### config.mk
export PLATFORM = sky130hd
export DESIGN_NAME = sqcsa_adder
export DESIGN_NICKNAME = d
export VERILOG_FILES = /design/src/rtl/sqcsa_pkg.sv /design/src/rtl/sqcsa_ripple.sv /design/src/rtl/sqcsa_carry_gen.sv /design/src/rtl/sqcsa_cs_stage.sv /design/src/rtl/sqcsa_adder.sv
export SDC_FILE = /design/constraint.sdc
export NUM_CORES = 1
export LEC_CHECK = 0
export ABC_AREA = 1
export CORE_ASPECT_RATIO = 0.75
export CORE_UTILIZATION = 46
export CTS_BUF_LIST = sky130_fd_sc_hd__clkbuf_8
export CTS_CLUSTER_SIZE = 28
export DETAILED_ROUTE_END_ITERATION = 10
export PLACE_DENSITY = 0.84
export SYNTH_ARGS = -nofsm -noshare
export SYNTH_HDL_FRONTEND = slang
export SYNTH_SLANG_ARGS = --single-unit
### constraint.sdc
create_clock -name clk -period 4.3 [get_ports clk]
set_clock_uncertainty 0.05 [all_clocks]
set_input_delay 0.86 -clock clk [delete_from_list [all_inputs] [get_ports clk]]
set_output_delay 0.86 -clock clk [all_outputs]
set_load 0.02 [all_outputs]
### src/rtl/sqcsa_pkg.sv
package sqcsa_pkg;

  localparam int MAX_SEGS = 10;

  function automatic bit width_ok(input int total);
    return (total == 16) || (total == 32) || (total == 64);
  endfunction

  function automatic int seg_count(input int total);
    case (total)
      16:      return 5;
      32:      return 7;
      64:      return 10;
      default: return 1;
    endcase
  endfunction

  // width of segment idx, index 0 is the least significant segment
  function automatic int seg_width(input int total, input int idx);
    case (idx)
      0:       return 2;
      1:       return 2;
      2:       return 3;
      3:       return 4;
      4:       return (total == 16) ? 5 : 6;
      5:       return 7;
      6:       return 8;
      7:       return 9;
      8:       return 11;
      9:       return 12;
      default: return 1;
    endcase
  endfunction

  function automatic int seg_base(input int total, input int idx);
    int acc;
    acc = 0;
    for (int j = 0; j < MAX_SEGS; j++) begin
      if (j < idx) acc += seg_width(total, j);
    end
    return acc;
  endfunction

endpackage

### src/rtl/sqcsa_ripple.sv
module sqcsa_ripple #(
  parameter int W = 2
) (
  input  logic [W-1:0] a,
  input  logic [W-1:0] b,
  input  logic         ci,
  output logic [W-1:0] s,
  output logic         co
);
  logic [W:0] cy;

  assign cy[0] = ci;

  for (genvar i = 0; i < W; i++) begin : g_bit
    assign s[i]    = a[i] ^ b[i] ^ cy[i];
    assign cy[i+1] = (a[i] & b[i]) | (cy[i] & (a[i] ^ b[i]));
  end

  assign co = cy[W];
endmodule

### src/rtl/sqcsa_carry_gen.sv
module sqcsa_carry_gen #(
  parameter int W         = 4,
  parameter bit FIXED_CIN = 1'b0
) (
  input  logic [W-1:0] hs,
  input  logic [W-1:0] hc,
  output logic [W-1:0] cw
);
  // bit 0 is simplified using the known carry value
  if (FIXED_CIN) begin : g_one
    assign cw[0] = hc[0] | hs[0];
  end else begin : g_zero
    assign cw[0] = hc[0];
  end

  for (genvar i = 1; i < W; i++) begin : g_bit
    assign cw[i] = hc[i] | (hs[i] & cw[i-1]);
  end
endmodule

### src/rtl/sqcsa_cs_stage.sv
module sqcsa_cs_stage #(
  parameter int W = 4
) (
  input  logic [W-1:0] a,
  input  logic [W-1:0] b,
  input  logic         ci,
  output logic [W-1:0] s,
  output logic         co
);
  logic [W-1:0] hs;
  logic [W-1:0] hc;
  logic [W-1:0] cand [2];
  logic [W-1:0] csel;

  assign hs = a ^ b;
  assign hc = a & b;

  for (genvar k = 0; k < 2; k++) begin : g_cgen
    sqcsa_carry_gen #(
      .W         (W),
      .FIXED_CIN (k[0])
    ) cgen_i (
      .hs (hs),
      .hc (hc),
      .cw (cand[k])
    );
  end

  // a set bit in the zero-carry word implies the same bit in the one-carry word
  assign csel = cand[0] | ({W{ci}} & cand[1]);

  assign s[0] = hs[0] ^ ci;
  for (genvar i = 1; i < W; i++) begin : g_sum
    assign s[i] = hs[i] ^ csel[i-1];
  end

  assign co = csel[W-1];
endmodule

### src/rtl/sqcsa_adder.sv
module sqcsa_adder #(
  parameter int WIDTH = 64
) (
  input  logic             clk,
  input  logic             rst,
  input  logic [WIDTH-1:0] a,
  input  logic [WIDTH-1:0] b,
  input  logic             cin,
  output logic [WIDTH-1:0] sum,
  output logic             cout
);
  import sqcsa_pkg::*;

  localparam int NSEG = seg_count(WIDTH);

  logic [WIDTH-1:0] sum_nx;
  logic             cout_nx;

  if (!width_ok(WIDTH)) begin : g_bad
    $error("sqcsa_adder: WIDTH must be 16, 32 or 64");
    assign sum_nx  = '0;
    assign cout_nx = 1'b0;
  end else begin : g_chain
    logic [NSEG:0] link;
    assign link[0] = cin;

    for (genvar g = 0; g < NSEG; g++) begin : g_seg
      localparam int BASE = seg_base(WIDTH, g);
      localparam int SW   = seg_width(WIDTH, g);

      if (g == 0) begin : g_rca
        sqcsa_ripple #(.W(SW)) seg_i (
          .a  (a[BASE +: SW]),
          .b  (b[BASE +: SW]),
          .ci (link[g]),
          .s  (sum_nx[BASE +: SW]),
          .co (link[g+1])
        );
      end else begin : g_csel
        sqcsa_cs_stage #(.W(SW)) seg_i (
          .a  (a[BASE +: SW]),
          .b  (b[BASE +: SW]),
          .ci (link[g]),
          .s  (sum_nx[BASE +: SW]),
          .co (link[g+1])
        );
      end
    end

    assign cout_nx = link[NSEG];
  end

  always_ff @(posedge clk) begin
    if (rst) begin
      sum  <= '0;
      cout <= 1'b0;
    end else begin
      sum  <= sum_nx;
      cout <= cout_nx;
    end
  end
endmodule

==> metrics list <==
- The run finished with clean final reports.
* P per Cell Area: around 300 nW/µm²
* Number of diodes added for antenna fixing: 0
- The most used flip-flop cell after synthesis is sky130_fd_sc_hd__dfxtp_1.
- Crit path launch type: input pin
* Weighted congestion reported at the end of routability-driven placement: 0.812
* Classification of the worst-slack hold path: input pin to flop
- Number of enable flip-flop cells after synthesis: 0
- Largest buffer count on any clock path: 2
* Seq/Total Area, Yosys: between 20% and 30%
* Unrepaired setup endpoints after global routing: false
* Clock sink count: 65
* Root buf cell: sky130_fd_sc_hd__clkbuf_8
- Worst Hold Path EP: sum[1]
- Startpoint of the tightest hold check path: b[1]
* CTS Buf Count: 9
- Share of flip-flops with an asynchronous set or reset after synthesis: 0%
- For this run the aggregate overflow at the end of global routing stands at 0.
* #FFs+latches synth: 65
- Global Route Usage Sum: 24.0%
- Cell type with the largest total area after synthesis: sky130_fd_sc_hd__dfxtp_1
- A synthesized cell averages 7.37 µm².
- The max-slew violation count came to 0.
* F_max: 253 MHz
- Main area contributors after synthesis: sky130_fd_sc_hd__dfxtp_1 (26%), sky130_fd_sc_hd__ha_1 (18%), sky130_fd_sc_hd__nand2_1 (12%)
- The multi-input combinational cells in the finished layout cover a total of 3080 µm².
- Width of the die: 122 µm
- The die is 91.8 µm tall.
- The tool flagged a number of max-cap violations equal to 0.
* Number of DRC markers in iteration 0: about 130
- Effective utilization at floorplan: 47.7%
- The synthesized design devotes to its leading area cell type about a quarter of total area.
- From synthesis to final layout, the design area changed by 47.6%.
- Required arrival time at the worst endpoint: 4.47 ns
- Crit path kind: input pin to flop
- After the last flow step, the layout net total stands at between 1k and 1.5k.
- Via total after detailed routing: 4838
- The analysis attributes to cell leakage a power of 0.00367 µW.
* Detailed placement HPWL: 10500 µm
* Syn nets: 884
- Sum of routed wire length over all layers: 12900 µm
* Hold buffer count at cts: 0
- Dividing the detail-routed via count by the number of cells gives 4.75.
* Flip-flop and latch area: 1300 µm²
- Via count of the first global-routing pass: ~4.7k
- The region available for standard cell placement spans just over 10000 µm².
- Max IR drop VDD: 0.206 mV
- Post-synthesis cell type count: 33
* Post-DP Area: a little over 7000 µm²
* Number of buffers inserted by post-CTS setup repair: 0
- Data arrives at the worst endpoint at between 4 and 5 ns.
* Clock transition time at the flip-flop clock pins of the worst setup and hold paths: 0.07 ns
* CTS tree: yes
* Slew at the pin with the worst max-slew slack: 0.810 ns
- Resized Gates After CTS: 0
- Hold timing on the final database bottoms out at a slack of 1.16 ns.
- STA classifies the critical path endpoint as a flop.
* Post-route minimum period: 3.95 ns
- In the final routed layout, each cell accounts on average for ~13 µm.
- Maximum fanout encountered on the critical timing path: 8
- DRC violations left: 0
* Cell area after synthesis: 4940 µm²
- Antenna violations before repair: 0
- Worst rel slew slack: 45.9%
- In this run the remaining antenna-violating nets after routing total 0.
- Counting instances, the worst hold path has a depth of 4.
* Number of levels in the clock H-tree: 3
* Post-route setup TNS: 0 ns
* Standard-cell rows: 32
* Count of pins on the block boundary: between 150 and 200
* First-pass GRT wire length: 21100 µm
- The hold violation total from the final report came to 0.
* Cell count after synthesis: 671
* Endpoints failing setup: 0
- Fraction of final layout cells with drive strength greater than 1: 8.15%
* Count of input and output buffers: 195
* DIE AREA: 11200 µm²
* Synth Warn #: 0
* DRT Pass-1 Iters: 4
- Pin count of the biggest net entering global routing: 25
- Fill cells in the final layout number ~830.
- Portion of the clock cycle consumed by the worst path in the final layout: 91.7%
- Fin area: 7300 µm²
-- flip-flops by register name, summed over array words and instances, names as in the netlist --
name and cells:
sum 64, cout 1
-- routing by layer --
| metal | GRT usage (%) | up-vias | routed length (µm) |
|---|---|---|---|
| met3 | 7.15 | 21 | 915 |
| met4 | 6.48 | 0 | 256 |
| li1 | - | 2523 | - |
| met5 | 0 | - | 0 |
| met1 | 28.3 | 2144 | 5700 |
| met2 | 41.9 | 150 | 6050 |
-- metrics by stage --
| stage | worst slack (ns) | total power (µW) | instances | utilization [%] |
|---|---|---|---|---|
| finish | 0.355 | 2190 | 1019 | 70.4 |
| global route | 0.169 | 2330 | 1019 | 70.4 |
| CTS | 0.375 | 2210 | 1019 | 70.4 |
| detailed placement | 0.0201 | 1650 | 1003 | 68.4 |
| global placement | 0.132 | 1620 | 1003 | 68.4 |
| floorplan | 0.512 | 1250 | 671 | - |
-- worst max-delay path by stage --
stage	from	endpoint	depth (start not counted)	slack [ns]
2_1_floorplan	a[0]	sum[52]	23	0.51
3_3_place_gp	a[0]	sum[52]	24	0.13
5_1_grt	a[0]	sum[52]	24	0.17
6_report	a[0]	sum[52]	24	0.35
3_5_place_dp	a[0]	sum[52]	24	0.02
4_1_cts	a[0]	sum[52]	24	0.38
-- layout make-up --
| cell class | instances | area share [%] |
|---|---|---|
| multi-input combinational | 460 | 42.2 |
| timing repair buffer | 203 | 27.6 |
| sequential | 65 | 17.8 |
| inverter | 139 | 7.15 |
| clock buffer | 15 | 2.83 |
| tap | 136 | 2.33 |
| clock inverter | 1 | 0.0686 |
-- cell usage after synthesis, types with 3 or more instances --
cell / count
sky130_fd_sc_hd__dfxtp_1: 65
sky130_fd_sc_hd__a21oi_2: 3
sky130_fd_sc_hd__nand3_2: 20
sky130_fd_sc_hd__o21bai_1: 5
sky130_fd_sc_hd__o21ai_0: 35
sky130_fd_sc_hd__clkbuf_1: 5
sky130_fd_sc_hd__nand2_4: 7
sky130_fd_sc_hd__a31oi_1: 3
sky130_fd_sc_hd__o21ai_1: 4
sky130_fd_sc_hd__nor2_1: 31
sky130_fd_sc_hd__a21oi_1: 78
sky130_fd_sc_hd__nand2_2: 3
sky130_fd_sc_hd__inv_1: 137
sky130_fd_sc_hd__ha_1: 71
sky130_fd_sc_hd__xnor2_1: 9
sky130_fd_sc_hd__nand2_1: 162
sky130_fd_sc_hd__nand2_8: 3
sky130_fd_sc_hd__fa_1: 11
-- kinds of logic (layout without fill, tap and decap cells) --
logic type               count (synthesis)  in the layout  share of synthesized area, %
AO/OA/AOI/OAI                          137            137                          15.4
XOR/XNOR                                 9              9                          1.59
adder cells (fa/ha/maj)                 82             82                          22.4
buffers and inverters                  146            358                          11.3
flip-flops                              65             65                          26.3
AND/OR/NAND/NOR                        232            232                          22.9
-- placed cells by master, fill, tap and decap left out, drive strengths merged, types with 3 or more instances in the layout --
| cell | count |
|---|---|
| nor2 | 33 |
| nand2 | 175 |
| a31oi | 3 |
| inv | 139 |
| buf | 8 |
| nand3 | 23 |
| fa | 11 |
| a21boi | 4 |
| ha | 71 |
| o21ai | 40 |
| o21bai | 5 |
| clkdlybuf4s50 | 195 |
| a21oi | 83 |
| xnor2 | 9 |
| clkbuf | 15 |
| dfxtp | 65 |
-- report_power, final --
group / switching (µW) / leakage (µW) / internal (µW)
combinational: 496 / 0.00302 / 440
sequential: 21.4 / 0.000543 / 684
clock: 248 / 0.000112 / 304
-- worst max-delay path: stages --
cell	delay (ns)
sky130_fd_sc_hd__clkdlybuf4s50_1	0.45
sky130_fd_sc_hd__inv_1	0.07
sky130_fd_sc_hd__fa_1	0.45
sky130_fd_sc_hd__fa_1	0.39
sky130_fd_sc_hd__nor2_1	0.13
sky130_fd_sc_hd__o21ai_1	0.07
sky130_fd_sc_hd__nand2_1	0.08
sky130_fd_sc_hd__nand2_1	0.07
sky130_fd_sc_hd__nand2_2	0.07
sky130_fd_sc_hd__nand2_2	0.06
sky130_fd_sc_hd__nand2_4	0.08
sky130_fd_sc_hd__nand3_4	0.07
sky130_fd_sc_hd__nand2_4	0.09
sky130_fd_sc_hd__nand2_4	0.06
sky130_fd_sc_hd__nand2_8	0.09
sky130_fd_sc_hd__nand2_4	0.06
sky130_fd_sc_hd__nand2_4	0.07
sky130_fd_sc_hd__nand2_4	0.06
sky130_fd_sc_hd__nand2_8	0.07
sky130_fd_sc_hd__nand2_4	0.08
sky130_fd_sc_hd__a21boi_2	0.17
sky130_fd_sc_hd__fa_1	0.42
sky130_fd_sc_hd__inv_1	0.06
sky130_fd_sc_hd__nor2_1	0.03
Note: power is estimated with default switching activity, not from simulation.
